--- src/rtl/rtc_port_pkg.sv ---
// Package: shared decode kinds and flag bit positions for the indexed
// clock register port. Assumes an 8-bit data path.
package rtc_port_pkg;
    localparam int BYTE_W   = 8;
    // Flag byte bit positions; control byte B uses the same positions for
    // the matching interrupt enables.
    localparam int FLG_UPD  = 4;
    localparam int FLG_ALM  = 5;
    localparam int FLG_PER  = 6;
    localparam int FLG_REQ  = 7;
    localparam logic [BYTE_W-1:0] STATUS_VALID = 8'h80;

    typedef enum logic [2:0] {
        SEL_TK,
        SEL_CA,
        SEL_CB,
        SEL_FLAGS,
        SEL_STATUS,
        SEL_RAM,
        SEL_NONE
    } loc_sel_e;
endpackage

--- src/rtl/rtc_ctrl_regs.sv ---
// Module: control bytes A and B. A stores only its seven writable bits; its
// top bit is supplied elsewhere. Assumes one write strobe per byte.
module rtc_ctrl_regs
    import rtc_port_pkg::*;
(
    input  logic              clk,
    input  logic              rst_n,
    input  logic              we_a,
    input  logic              we_b,
    input  logic [BYTE_W-1:0] wdata,
    output logic [BYTE_W-2:0] ctrl_a,
    output logic [BYTE_W-1:0] ctrl_b
);
    // Load control byte A (bit 7 discarded) on its write strobe.
    always_ff @(posedge clk) begin
        if (!rst_n)    ctrl_a <= '0;
        else if (we_a) ctrl_a <= wdata[BYTE_W-2:0];
    end

    // Load control byte B on its write strobe.
    always_ff @(posedge clk) begin
        if (!rst_n)    ctrl_b <= '0;
        else if (we_b) ctrl_b <= wdata;
    end
endmodule

--- src/rtl/rtc_flag_reg.sv ---
// Module: interrupt flag byte. Events set flags. A clearing read empties them,
// but an event in the same cycle wins over the clear. The request output is
// the OR of the enabled flags. Assumes event inputs are single-cycle pulses.
module rtc_flag_reg
    import rtc_port_pkg::*;
(
    input  logic              clk,
    input  logic              rst_n,
    input  logic [2:0]        evt,      // {periodic, alarm, update}
    input  logic [2:0]        en,       // enables, same order
    input  logic              rd_clr,
    output logic [BYTE_W-1:0] rd_val,
    output logic              irq
);
    logic [2:0] flags_q;

    // Hold flags: clear on read, then OR in this cycle's events.
    always_ff @(posedge clk) begin
        if (!rst_n) flags_q <= '0;
        else        flags_q <= (rd_clr ? 3'b000 : flags_q) | evt;
    end

    // Request line and readable byte image.
    always_comb begin
        irq    = |(flags_q & en);
        rd_val = '0;
        rd_val[FLG_REQ]           = irq;
        rd_val[FLG_PER:FLG_UPD]   = flags_q;
    end
endmodule

--- src/rtl/rtc_nvram.sv ---
// Module: general-purpose byte storage with synchronous write and
// combinational read. Not reset: contents model battery-backed storage.
module rtc_nvram
    import rtc_port_pkg::*;
#(
    parameter int DEPTH = 50,
    localparam int AW   = (DEPTH > 1) ? $clog2(DEPTH) : 1
) (
    input  logic              clk,
    input  logic              we,
    input  logic [AW-1:0]     addr,
    input  logic [BYTE_W-1:0] wdata,
    output logic [BYTE_W-1:0] rdata
);
    logic [BYTE_W-1:0] mem [DEPTH];

    // Store a byte on write.
    always_ff @(posedge clk) begin
        if (we) mem[addr] <= wdata;
    end

    // Read the addressed byte.
    assign rdata = mem[addr];
endmodule

--- src/rtl/rtc_index_port.sv ---
// Module: indexed host port of a real-time clock. Latches an index from the
// host, decodes it into timekeeping, control, flag, status, storage or empty
// regions, routes data writes and returns registered read data one cycle
// after a read strobe. Assumes at most one host strobe per cycle.
module rtc_index_port
    import rtc_port_pkg::*;
#(
    parameter int IDX_W     = 8,
    parameter int TK_COUNT  = 10,
    parameter int RAM_DEPTH = 50,
    localparam int TK_IDX_W = $clog2(TK_COUNT)
) (
    input  logic                clk,
    input  logic                rst_n,
    input  logic                host_addr_we,
    input  logic                host_data_we,
    input  logic                host_data_re,
    input  logic [BYTE_W-1:0]   host_wdata,
    output logic [BYTE_W-1:0]   host_rdata,
    output logic                host_rvalid,
    output logic [TK_IDX_W-1:0] tk_idx,
    output logic                tk_we,
    output logic [BYTE_W-1:0]   tk_wdata,
    input  logic [BYTE_W-1:0]   tk_rdata,
    input  logic                uip_in,
    input  logic                evt_update,
    input  logic                evt_alarm,
    input  logic                evt_periodic,
    output logic [BYTE_W-2:0]   ctrl_a,
    output logic [BYTE_W-1:0]   ctrl_b,
    output logic                irq
);
    localparam int IDX_CA   = TK_COUNT;
    localparam int IDX_CB   = TK_COUNT + 1;
    localparam int IDX_FLG  = TK_COUNT + 2;
    localparam int IDX_STS  = TK_COUNT + 3;
    localparam int RAM_BASE = TK_COUNT + 4;
    localparam int RAM_END  = RAM_BASE + RAM_DEPTH;
    localparam int RAM_AW   = (RAM_DEPTH > 1) ? $clog2(RAM_DEPTH) : 1;

    logic [IDX_W-1:0]  idx_q;
    loc_sel_e          sel;
    logic [BYTE_W-1:0] rd_mux;
    logic [BYTE_W-1:0] flag_val;
    logic [BYTE_W-1:0] ram_rdata;
    logic [RAM_AW-1:0] ram_addr;
    logic              ram_we;

    // Latch the index from the host.
    always_ff @(posedge clk) begin
        if (!rst_n)            idx_q <= '0;
        else if (host_addr_we) idx_q <= IDX_W'(host_wdata);
    end

    // Decode the current index into a region.
    always_comb begin
        if (idx_q < IDX_W'(TK_COUNT))        sel = SEL_TK;
        else if (idx_q == IDX_W'(IDX_CA))    sel = SEL_CA;
        else if (idx_q == IDX_W'(IDX_CB))    sel = SEL_CB;
        else if (idx_q == IDX_W'(IDX_FLG))   sel = SEL_FLAGS;
        else if (idx_q == IDX_W'(IDX_STS))   sel = SEL_STATUS;
        else if (idx_q < IDX_W'(RAM_END))    sel = SEL_RAM;
        else                                 sel = SEL_NONE;
    end

    // Route timekeeping accesses straight through.
    assign tk_idx   = idx_q[TK_IDX_W-1:0];
    assign tk_we    = host_data_we && (sel == SEL_TK);
    assign tk_wdata = host_wdata;

    rtc_ctrl_regs u_ctrl (
        .clk    (clk),
        .rst_n  (rst_n),
        .we_a   (host_data_we && (sel == SEL_CA)),
        .we_b   (host_data_we && (sel == SEL_CB)),
        .wdata  (host_wdata),
        .ctrl_a (ctrl_a),
        .ctrl_b (ctrl_b)
    );

    rtc_flag_reg u_flags (
        .clk    (clk),
        .rst_n  (rst_n),
        .evt    ({evt_periodic, evt_alarm, evt_update}),
        .en     (ctrl_b[FLG_PER:FLG_UPD]),
        .rd_clr (host_data_re && (sel == SEL_FLAGS)),
        .rd_val (flag_val),
        .irq    (irq)
    );

    // Storage offset and write strobe.
    assign ram_addr = RAM_AW'(idx_q - IDX_W'(RAM_BASE));
    assign ram_we   = host_data_we && (sel == SEL_RAM);

    generate
        if (RAM_DEPTH > 0) begin : g_ram
            rtc_nvram #(.DEPTH(RAM_DEPTH)) u_ram (
                .clk   (clk),
                .we    (ram_we),
                .addr  (ram_addr),
                .wdata (host_wdata),
                .rdata (ram_rdata)
            );
        end else begin : g_no_ram
            assign ram_rdata = '0;
        end
    endgenerate

    // Select the byte image of the indexed location.
    always_comb begin
        unique case (sel)
            SEL_TK:     rd_mux = tk_rdata;
            SEL_CA:     rd_mux = {uip_in, ctrl_a};
            SEL_CB:     rd_mux = ctrl_b;
            SEL_FLAGS:  rd_mux = flag_val;
            SEL_STATUS: rd_mux = STATUS_VALID;
            SEL_RAM:    rd_mux = ram_rdata;
            default:    rd_mux = '0;
        endcase
    end

    // Register the read byte and its valid flag.
    always_ff @(posedge clk) begin
        if (!rst_n) begin
            host_rdata  <= '0;
            host_rvalid <= 1'b0;
        end else begin
            host_rvalid <= host_data_re;
            if (host_data_re) host_rdata <= rd_mux;
        end
    end
endmodule

--- config.mk ---
export PLATFORM = sky130hd
export DESIGN_NAME = rtc_index_port
export DESIGN_NICKNAME = d
export VERILOG_FILES = /design/src/rtl/rtc_port_pkg.sv /design/src/rtl/rtc_ctrl_regs.sv /design/src/rtl/rtc_flag_reg.sv /design/src/rtl/rtc_nvram.sv /design/src/rtl/rtc_index_port.sv
export SDC_FILE = /design/constraint.sdc
export NUM_CORES = 1
export LEC_CHECK = 0
export BUFFER_PORTS_ARGS = -buffer_cell sky130_fd_sc_hd__buf_4
export CAP_MARGIN = 0
export CELL_PAD_IN_SITES_DETAIL_PLACEMENT = 0
export CELL_PAD_IN_SITES_GLOBAL_PLACEMENT = 2
export CORE_UTILIZATION = 48
export DETAILED_ROUTE_END_ITERATION = 6
export PLACE_DENSITY = 0.89
export SETUP_SLACK_MARGIN = 0.02
export SKIP_CTS_REPAIR_TIMING = 1
export SYNTH_ARGS = -nofsm -noshare
export SYNTH_HDL_FRONTEND = slang
export SYNTH_SLANG_ARGS = --single-unit
--- constraint.sdc ---
create_clock -name clk -period 4.29 [get_ports clk]
set_clock_uncertainty 0.2 [all_clocks]
set_input_delay 0.2145 -clock clk [delete_from_list [all_inputs] [get_ports clk]]
set_output_delay 0.2145 -clock clk [all_outputs]
set_load 0.005 [all_outputs]
==> results.tsv, run 1 <==
stage	metric	value	unit
status	status	finished with violations	
status	failing checks	DRC	
logic_synthesis	Mapped Cells	963	
grt	total track usage	0.219	
hold_path	Hold Path Class	in -> reg	
routing	final WL	40700	um
finish	Syn-to-layout area delta	13.4	%
sta	min cycle time layout	3.77	ns
critical_path	crit-path most repeated cell	buf_4	
finish	final core utilization	0.551	
logic_synthesis	ys flop type	edfxtp_1	
sta	final hold vios	0	
sta	Setup TNS Final	0	ns
placed_design	DP Cell Count	1468	
flow_run	MaxCap Viol Count	0	
sta	slack of the critical path	0.525	ns
floorplanning	I/O Pins	63	
logic_synthesis	FF+latch count, synth	435	
placed_design	Placement Setup Slack	0.893	ns
floorplanning	row count	70	
critical_path	Worst Setup End Kind	flop	
clocking	total CTS buffers	43	
sta	RSZ-0062 raised after global routing	false	
critical_path	crit path max-delay cell type	ha_2	
logic_synthesis	synth warn	0	
floorplanning	area of the core	36500	um2
floorplanning	Die Area	37700	um2
floorplanning	Initial Util	0.486	
clocking	clock buffer depth	3	
clocking	TritonCTS clock tree	built	
finish	Design Area, Final	20100	um2
routing	via/cell ratio	5.95	
sta	# setup viols final	0	
clocking	clock sink count	435	
finish	most frequent cells in the layout	edfxtp_1 (400), buf_4 (98), mux2i_1 (75), mux4_2 (70), nor2_1 (57)	
floorplanning	height of the die	194	um
critical_path	CP Max Fanout	24	
routing	initial drt markers	985	
finish	non-filler instance count after layout	1562	
hold_path	WHS Path Cells	1	
sta	Fmax	266	MHz
critical_path	Req. time, crit path	4.51	ns
logic_synthesis	syn_nets	993	
logic_synthesis	Seq/Total Area, Yosys	0.717	
routing	Pre-Repair DR Iteration Count	7	
routing	DRC viols	1	
sta	Final Max Tran Viols	0	
power	worst ir drop on vdd	310	uV
clocking	clk slew on worst S/H paths	0.06	ns
finish	area occupied by multi-input gates	4590	um2
critical_path	reg2reg path depth	10	
critical_path	CP Class	reg -> reg	
logic_synthesis	Syn Area/Cell	18.4	um2
logic_synthesis	Distinct cells, synth	57	
sta	Slew @ Worst Pin	1.03	ns
routing	Final ANT Viol Nets	0	
finish	most common cell after layout, fill and taps aside	edfxtp_1	
clocking	CTS Root Cell	clkbuf_16	
logic_synthesis	EDFF count, synth	400	
finish	fill count	2771	
power	Leak	6.41	nW
placed_design	port buffer count	62	
critical_path	max incr delay on CP	0.73	ns
critical_path	WP buf/inv	4	
grt	first-pass GRT wire length	60300	um
finish	layout cells sized above 1	0.249	
power	Pwr Density	433	nW/um2
placed_design	Placed Area	18700	um2
routing	Via Count	9292	
finish	FF/Latch Area	12700	um2
critical_path	delay-heaviest family, CP	buffers and inverters	
logic_synthesis	FFs w/ async S/R, synth	0	
grt	grt ovf	0	
routing	WL per Instance	26.1	um
clocking	H-tree Lvls	2	
critical_path	worst path arrival time	3.99	ns
clocking	worst-skew pair later-pin latency	0.54	ns
logic_synthesis	Mapped Area	17700	um2
placed_design	dpl hpwl	25500	um
floorplanning	Die Span X	194	um
finish	Antenna Diode Count	0	
critical_path	CP cell instances	buf_4 > inv_1 > ha_2 > buf_4 > nor2b_1 > a221oi_1 > o22a_1 > nand4_1 > a31oi_1 > dlygate4sd3_1	
critical_path	Worst setup SP type	flop	
finish	Final nets	1093	
critical_path	Crit path depth	10	
grt	largest net degree at the start of global routing	55	
sta	Final period util	0.878	
placed_design	RD Place Congestion	0.871	
sta	Max-Slew Margin vs Limit	0.312	
grt	initial antenna violation count	1	
grt	vias in the first global route	9135	
registers in the layout (all words and copies together) (netlist names):
| register | flops |
|---|---|
| u_ctrl.ctrl_a | 7 |
| host_rvalid | 1 |
| u_flags.flags_q | 3 |
| g_ram.u_ram.mem | 400 |
| host_rdata | 8 |
| u_ctrl.ctrl_b | 8 |
| idx_q | 8 |
cells in the mapped netlist, drive strengths merged, types with 2 or more instances:
master     n  area share
nand3b     4      0.0017
inv        5      0.0011
nor2      58       0.013
a31o       4      0.0020
o221ai     6      0.0030
a21oi     15      0.0042
a31oi      3      0.0014
mux4      79        0.10
nand2     30      0.0063
a21boi     3      0.0013
a2111oi    5      0.0025
and2       3      0.0011
o22ai     13      0.0046
a221o      4      0.0023
a211o      2     0.00099
mux2i     75       0.042
nor2b     39       0.014
ha         5      0.0035
nand2b     7      0.0025
mux2      33       0.021
o22a       3      0.0015
edfxtp   400        0.68
a211oi     4      0.0017
nand4      2     0.00071
nand3      9      0.0025
a221oi     6      0.0030
a222oi     4      0.0023
buf       50       0.021
nor3       5      0.0014
xor2       2     0.00099
o21ai     11      0.0031
nor4       4      0.0014
a22oi      9      0.0038
dfxtp     35       0.039
clkbuf    11      0.0023
and3       2     0.00071
o32ai      2     0.00099
nor3b      2     0.00085
routing by layer:
layer,part of all wire,routed length (um),global-route usage,vias up
li1,-,-,-,4080
met1,0.45,18300,0.327,4799
met2,0.48,19400,0.342,366
met3,0.061,2480,0.0294,47
met4,0.016,633,0.0526,0
met5,0,0,0,-
power by group:
part	internal [mW]	total, mW	switching, mW	leakage, nW
logic	0.237	0.567	0.330	1.89
clock network	1.97	3.47	1.50	0.637
registers	4.64	4.67	0.0331	3.88
worst reg2reg max path: stages, from the launching register on:
cell           delay [ns]
dfxtp_1              0.31
buf_4                0.20
inv_1                0.09
ha_2                 0.73
buf_4                0.42
nor2b_1              0.43
a221oi_1             0.17
o22a_1               0.27
nand4_1              0.16
a31oi_1              0.10
dlygate4sd3_1        0.57
cell families (layout without fill, tap and decap cells):
| group | count (synthesis) | in the layout | synth area share |
|---|---|---|---|
| AOI/OAI and AO/OA | 99 | 99 | 0.0411 |
| xor gates and xnor gates | 2 | 2 | 0.000988 |
| adders and majority gates | 5 | 5 | 0.00353 |
| buffers and inverters | 66 | 197 | 0.0245 |
| DFF | 435 | 435 | 0.717 |
| muxes | 187 | 187 | 0.166 |
| and+or+nand+nor | 169 | 169 | 0.0475 |
worst paths after layout:
kind	from	end	slack (ns)
worst min register to register	u_ctrl.ctrl_a[4]	u_ctrl.ctrl_a[4]	0.34
worst min-delay path	host_wdata[0]	g_ram.u_ram.mem[29][0]	0.01
worst max-delay path	idx_q[2]	host_rdata[1]	0.52
worst max register to register	idx_q[2]	host_rdata[1]	0.52
area by class of cell:
class,instances,area share
flip-flops and latches,435,0.632
multi-input cells,462,0.228
clock buffers,53,0.0575
repair buffers,116,0.0455
well taps,468,0.0291
clock inverters,23,0.00647
inverters,5,0.000933
stage by stage:
step	hold slack, ns	power (mW)
3_5_place_dp	0.248	5.31
3_3_place_gp	0.252	5.31
2_1_floorplan	0.113	5.09
5_1_grt	0.0292	8.96
4_1_cts	-0.312	8.75
6_report	0.0150	8.71
Note: power is estimated with default switching activity, not from simulation.
==> run 2, diff against run 1 <==
--- a/config.mk
+++ b/config.mk
@@ -9,11 +9,12 @@
 export CAP_MARGIN = 0
 export CELL_PAD_IN_SITES_DETAIL_PLACEMENT = 0
 export CELL_PAD_IN_SITES_GLOBAL_PLACEMENT = 2
-export CORE_UTILIZATION = 48
+export CORE_UTILIZATION = 46
 export DETAILED_ROUTE_END_ITERATION = 6
-export PLACE_DENSITY = 0.89
+export PLACE_DENSITY = 0.88
 export SETUP_SLACK_MARGIN = 0.02
 export SKIP_CTS_REPAIR_TIMING = 1
 export SYNTH_ARGS = -nofsm -noshare
 export SYNTH_HDL_FRONTEND = slang
+export SYNTH_HIERARCHICAL = 1
 export SYNTH_SLANG_ARGS = --single-unit
==> results.tsv, run 2 <==
stage	metric	value	unit	change
grt	vias in the first global route	10300		+12%
sta	min cycle time layout	3.86	ns	+0.0989 ns
power	Pwr Density	440	nW/um2	+1.7%
sta	Final Max Tran Viols	0		unchanged
sta	# setup viols final	0		unchanged
power	clock network power share	0.400		+0.002
logic_synthesis	top post-synthesis cells by area	edfxtp_1 (68%), mux4_2 (5.1%), dfxtp_1 (3.9%)		
finish	Largest register FFs	400		unchanged
floorplanning	Initial Util	0.469		-0.0166
placed_design	dpl hpwl	28800	um	+13%
grt	grt ovf	0		unchanged
clocking	total CTS buffers	44		+2.3%
logic_synthesis	synth warn	6		+6
finish	non-filler instance count after layout	1746		+12%
clocking	clock buffer depth	3		unchanged
finish	most common cell after layout, fill and taps aside	edfxtp_1		
routing	WL per Instance	26.9	um	+3.1%
logic_synthesis	EDFF count, synth	400		unchanged
power	net switching power figure	2.04	mW	+9.4%
sta	Max-Slew Margin vs Limit	0.329		+0.0170
routing	Final ANT Viol Nets	0		unchanged
logic_synthesis	Seq/Total Area, Yosys	0.716		about the same
finish	most frequent cells in the layout	edfxtp_1 (400), buf_4 (129), nor2_1 (78), a221oi_1 (53), clkbuf_16 (45)		
sta	RSZ-0062 raised after global routing	false		
critical_path	Worst setup SP type	flop		
power	Tot Pwr	9.00	mW	+3.3%
hold_path	Hold Path Class	in -> reg		
clocking	clk slew on worst S/H paths	0.06	ns	about the same
placed_design	port buffer count	62		unchanged
logic_synthesis	Post-synth top cells	edfxtp_1 (400), nor2_1 (79), a221oi_1 (53), mux2i_1 (42)		
routing	final WL	46900	um	+15%
critical_path	Req. time, crit path	4.54	ns	+0.03 ns
floorplanning	Die Span X	198	um	+2.2%
sta	Setup TNS Final	0	ns	unchanged
clocking	H-tree Lvls	2		unchanged
power	worst ir drop on vdd	292	uV	-5.8%
logic_synthesis	Syn Area/Cell	16.2	um2	-12%
floorplanning	row count	71		+1.4%
sta	Final period util	0.901		+0.0231
logic_synthesis	share of Yosys cell area claimed by the top area cell type	0.677		about the same
logic_synthesis	ys flop type	edfxtp_1		
power	logic gate share of total power	0.082		+0.017
sta	final hold slack	-0.00266	ns	-0.0176 ns
grt	initial antenna violation count	1		unchanged
clocking	clock sink count	435		unchanged
power	cell internal pwr	6.96	mW	+1.7%
power	Seq pwr share	0.518		-0.019
flow_run	MaxCap Viol Count	0		unchanged
logic_synthesis	cell taking the most area after synthesis	edfxtp_1		
finish	layout cells sized above 1	0.230		-0.0187
finish	Antenna Diode Count	0		unchanged
floorplanning	height of the die	198	um	+2.2%
clocking	worst-skew pair later-pin latency	0.56	ns	+0.02 ns
logic_synthesis	FF+latch count, synth	435		unchanged
finish	Syn-to-layout area delta	15.1	%	
sta	Fmax	259	MHz	-2.6%
critical_path	R2R Setup Slk	0.43	ns	-0.10 ns
critical_path	CP Class	reg -> reg		
status	failing checks	hold timing		
logic_synthesis	Mapped Cells	1095		+14%
critical_path	Worst Setup End Kind	flop		
floorplanning	I/O Pins	63		unchanged
clocking	CTS Root Cell	clkbuf_16		
routing	Pre-Repair DR Iteration Count	5		-2
finish	Final nets	1230		+13%
grt	total track usage	0.240		+0.0213
logic_synthesis	Mapped Area	17800	um2	about the same
routing	Via Count	10500		+14%
routing	initial drt markers	1095		+11%
floorplanning	Die Area	39400	um2	+4.4%
logic_synthesis	most common cell in the netlist	edfxtp_1		
sta	Slew @ Worst Pin	0.998	ns	-0.0306 ns
power	Leak	6.71	nW	+4.6%
logic_synthesis	Distinct cells, synth	78		+37%
clocking	TritonCTS clock tree	built		
placed_design	RD Place Congestion	0.858		-1.5%
routing	DRC viols	0		-1
grt	largest net degree at the start of global routing	55		unchanged
sta	final hold vios	1		+1
floorplanning	area of the core	37800	um2	+3.6%
routing	via/cell ratio	6.04		+1.6%
finish	Reg with most FFs	g_ram.u_ram/mem		
logic_synthesis	FFs w/ async S/R, synth	0		unchanged
critical_path	CP Max Fanout	38		+58%
grt	first-pass GRT wire length	68000	um	+13%
critical_path	worst path arrival time	4.11	ns	+0.12 ns
placed_design	DP Cell Count	1653		+13%
finish	final core utilization	0.540		-0.0108
status	status	finished with violations		
power	Sw Share	0.227		+0.0125
-- run 2: changes by cell type after synthesis, moves of 7 or more --
| cell | before | now |
|---|---|---|
| a21oi_1 | 15 | 40 |
| a221oi_1 | 6 | 53 |
| a22o_1 | 0 | 7 |
| a22oi_1 | 9 | 20 |
| clkbuf_1 | 11 | 26 |
| mux2i_1 | 75 | 42 |
| mux4_1 | 9 | 0 |
| mux4_2 | 70 | 40 |
| nand2_1 | 30 | 40 |
| nand3b_1 | 4 | 21 |
| nor2_1 | 57 | 79 |
| nor2b_1 | 39 | 30 |
| o21ai_0 | 10 | 21 |
-- run 2: per-layer routing --
metal | GRT usage | vias up | share of wire
met5 | 0 | - | 0
met4 | 0.0692 | 0 | 0.024
met3 | 0.0568 | 78 | 0.094
met2 | 0.376 | 550 | 0.47
met1 | 0.335 | 5357 | 0.42
li1 | - | 4563 | -
-- run 2: metrics by stage --
stage / setup slack [ns] / area, um2
2_1_floorplan: 1.13 / 17800
3_3_place_gp: 0.767 / 19000
3_5_place_dp: 0.723 / 19000
4_1_cts: 0.700 / 20300
5_1_grt: 0.323 / 20400
6_report: 0.426 / 20400
-- run 2: cells by family after synthesis --
| group | share of synthesized area |
|---|---|
| flip-flops | 0.716 |
| XOR/XNOR | 0.00148 |
| other | 0.000211 |
| AND/OR/NAND/NOR | 0.0745 |
| buffers and inverters | 0.0300 |
| AO/OA/AOI/OAI | 0.0815 |
| multiplexers | 0.0956 |
| adder cells (fa/ha/maj) | 0.000705 |
-- run 2: power by group through the flow --
stage	sequential, mW	clock [mW]	combinational (mW)
floorplan	4.74	0	0.414
finish	4.66	3.60	0.737
global placement	4.75	0	0.708
CTS	4.66	3.64	0.720
global route	4.66	3.78	0.778
detailed placement	4.75	0	0.718
-- run 2: final timing paths --
kind                                       start          endpoint  cells after the start
worst max-delay path                    idx_q[1]     host_rdata[3]                     10
worst min-delay path                 tk_rdata[4]     host_rdata[4]                      4
worst max register to register          idx_q[1]     host_rdata[3]                     10
worst min register to register  u_ctrl/ctrl_b[1]  u_ctrl/ctrl_b[1]                      2
-- run 2: worst max-delay path, stage by stage, from the launching register on --
cell and delay, ns:
dfxtp_1 0.36, ha_4 0.61, buf_12 0.28, mux2_2 0.38, a221oi_1 0.39, o21ai_0 0.23
a22oi_1 0.26, nand4b_1 0.20, a21oi_1 0.17, a21oi_1 0.08, dlygate4sd3_1 0.55
-- run 2: layout make-up --
type                            count  area (um2)
Clock buffer                       56        1170
Clock inverter                     21         159
Fill cell                        3037       17400
Inverter                            7        28.8
Multi-Input combinational cell    568        4540
Sequential cell                   435       12700
Tap cell                          511         639
Timing Repair Buffer              148        1190
==> run 3, diff against run 2 <==
--- a/config.mk
+++ b/config.mk
@@ -10,6 +10,7 @@
 export CELL_PAD_IN_SITES_DETAIL_PLACEMENT = 0
 export CELL_PAD_IN_SITES_GLOBAL_PLACEMENT = 2
 export CORE_UTILIZATION = 46
+export CTS_BUF_LIST = sky130_fd_sc_hd__clkbuf_16
 export DETAILED_ROUTE_END_ITERATION = 6
 export PLACE_DENSITY = 0.88
 export SETUP_SLACK_MARGIN = 0.02
==> results.tsv, run 3 (synthesis gave the netlist of run 2 again) <==
stage	metric	value	unit	change
critical_path	CP cell instances	ha_4 > buf_12 > mux2_2 > a221oi_1 > o21ai_0 > a22oi_1 > nand4b_1 > a21oi_1 > a21oi_1 > dlygate4sd3_1		
routing	highest metal used	met4		
critical_path	crit path max-delay cell type	ha_4		
critical_path	Worst setup SP type	flop		
sta	Setup TNS Final	0	ns	unchanged
finish	Syn-to-layout area delta	15.1	%	unchanged
hold_path	Hold Path Class	in -> reg		
clocking	TritonCTS clock tree	built		
power	Pwr Density	439	nW/um2	-0.25%
sta	min cycle time layout	3.88	ns	+0.0129 ns
grt	grt ovf	0		unchanged
flow_run	MaxCap Viol Count	0		unchanged
sta	RSZ-0062 raised after global routing	false		
finish	most common cell after layout, fill and taps aside	edfxtp_1		
floorplanning	row count	71		unchanged
clocking	clk slew on worst S/H paths	0.06	ns	about the same
clocking	worst-skew pair later-pin latency	0.56	ns	about the same
routing	Via Count	10600		+0.019%
routing	WL met3	4240	um	-3.7%
critical_path	Worst Setup End Kind	flop		
floorplanning	area of the core	37800	um2	unchanged
placed_design	Placed Area	19000	um2	unchanged
grt	initial antenna violation count	1		unchanged
floorplanning	height of the die	198	um	unchanged
routing	Routed met1 length	19700	um	+1.1%
floorplanning	Initial Util	0.469		unchanged
placed_design	dpl hpwl	28800	um	unchanged
power	Sw Share	0.228		+0.000956
power	worst ir drop on vdd	293	uV	+0.19%
floorplanning	Die Span X	198	um	unchanged
status	failing checks	hold timing		
placed_design	RD Place Congestion	0.858		unchanged
critical_path	Req. time, crit path	4.54	ns	about the same
floorplanning	Die Area	39400	um2	unchanged
routing	initial drt markers	1082		-1.2%
critical_path	CP Class	reg -> reg		
clocking	clock buffer depth	3		unchanged
routing	Final ANT Viol Nets	0		unchanged
grt	first-pass GRT wire length	68000	um	about the same
clocking	total CTS buffers	44		unchanged
grt	vias in the first global route	10300		+0.0098%
power	cell internal pwr	6.93	mW	-0.38%
finish	Final nets	1230		unchanged
power	logic gate share of total power	0.082		about the same
grt	total track usage	0.240		about the same
sta	Fmax	258	MHz	-0.33%
placed_design	port buffer count	62		unchanged
finish	Design Area, Final	20400	um2	unchanged
finish	layout cells sized above 1	0.230		unchanged
critical_path	CP Max Fanout	38		unchanged
sta	final hold slack	-0.0165	ns	-0.0139 ns
critical_path	max incr delay on CP	0.61	ns	about the same
sta	Final period util	0.904		+0.00301
critical_path	delay-heaviest family, CP	compound AO/OA/AOI/OAI gates		
power	Leak	6.76	nW	+0.68%
clocking	clock sink count	435		unchanged
routing	WL per Instance	26.9	um	about the same
grt	largest net degree at the start of global routing	55		unchanged
sta	Slew @ Worst Pin	0.992	ns	-0.00581 ns
sta	Max-Slew Margin vs Limit	0.333		+0.00391
routing	DRC viols	0		unchanged
power	clock network power share	0.398		-0.002
clocking	H-tree Lvls	2		unchanged
routing	wire length on met2	21800	um	-0.68%
floorplanning	I/O Pins	63		unchanged
sta	Final Max Tran Viols	0		unchanged
sta	# setup viols final	0		unchanged
routing	via/cell ratio	6.04		about the same
routing	final WL	46900	um	about the same
sta	final hold vios	1		unchanged
routing	Pre-Repair DR Iteration Count	5		unchanged
finish	most frequent cells in the layout	edfxtp_1 (400), buf_4 (129), nor2_1 (78), a221oi_1 (53), clkbuf_16 (45)		
clocking	CTS Root Cell	clkbuf_16		
power	net switching power figure	2.04	mW	+0.17%
finish	Largest register FFs	400		unchanged
critical_path	worst path arrival time	4.12	ns	about the same
finish	Reg with most FFs	g_ram.u_ram/mem		
critical_path	WP buf/inv	2		unchanged
critical_path	crit-path most repeated cell	a21oi_1		
power	Seq pwr share	0.519		about the same
finish	Antenna Diode Count	0		unchanged
status	status	finished with violations		
-- run 3: changes by cell type in the layout (fill, tap and decap cells not counted), sizes merged --
cell	change
inv	+11
clkbuf	-11
-- run 3: cell type report --
cell class,instances,area [um2]
clock inverters,32,200
flip-flops and latches,435,12700
fillers,3037,17400
repair buffers,148,1190
well taps,511,639
clock buffers,45,1130
inverters,7,28.8
multi-input cells,568,4540
-- run 3: worst min-delay path, delay by kind of cell --
kind	cells	cell delay, ns
buffers and inverters	1	0.08
AOI/OAI and AO/OA	3	0.41
-- run 3: final timing paths --
check,startpoint,end,slack [ns],cells after the start
hold reg to reg,u_ctrl/ctrl_b[1],u_ctrl/ctrl_b[1],0.35,2
setup / recovery,idx_q[1],host_rdata[3],0.41,10
setup reg to reg,idx_q[1],host_rdata[3],0.41,10
hold / removal,tk_rdata[4],host_rdata[4],-0.02,4
-- run 3: layer usage --
| metal | vias up | global-route usage |
|---|---|---|
| met5 | - | 0 |
| met4 | 0 | 0.0692 |
| met3 | 88 | 0.0568 |
| met2 | 522 | 0.376 |
| met1 | 5371 | 0.336 |
| li1 | 4569 | - |
-- run 3: per-stage QoR --
step                      total power, mW  std cells  worst slack (ns)   util  hold slack, ns
after floorplan                      5.16       1098              1.13      -           0.113
after global placement               5.46       1653             0.767  0.501           0.226
after detailed placement             5.47       1653             0.723  0.501           0.227
after CTS                            9.00       1730             0.700  0.536          -0.346
after global routing                 9.20       1746             0.323  0.540         0.00826
final                                8.98       1746             0.413  0.540         -0.0165
-- run 3: power groups by stage --
| stage | clock network, mW | logic [mW] | registers, mW |
|---|---|---|---|
| after CTS | 3.62 | 0.720 | 4.66 |
| final | 3.58 | 0.737 | 4.66 |
| after global placement | 0 | 0.708 | 4.75 |
| after floorplan | 0 | 0.414 | 4.74 |
| after detailed placement | 0 | 0.718 | 4.75 |
| after global routing | 3.76 | 0.778 | 4.66 |
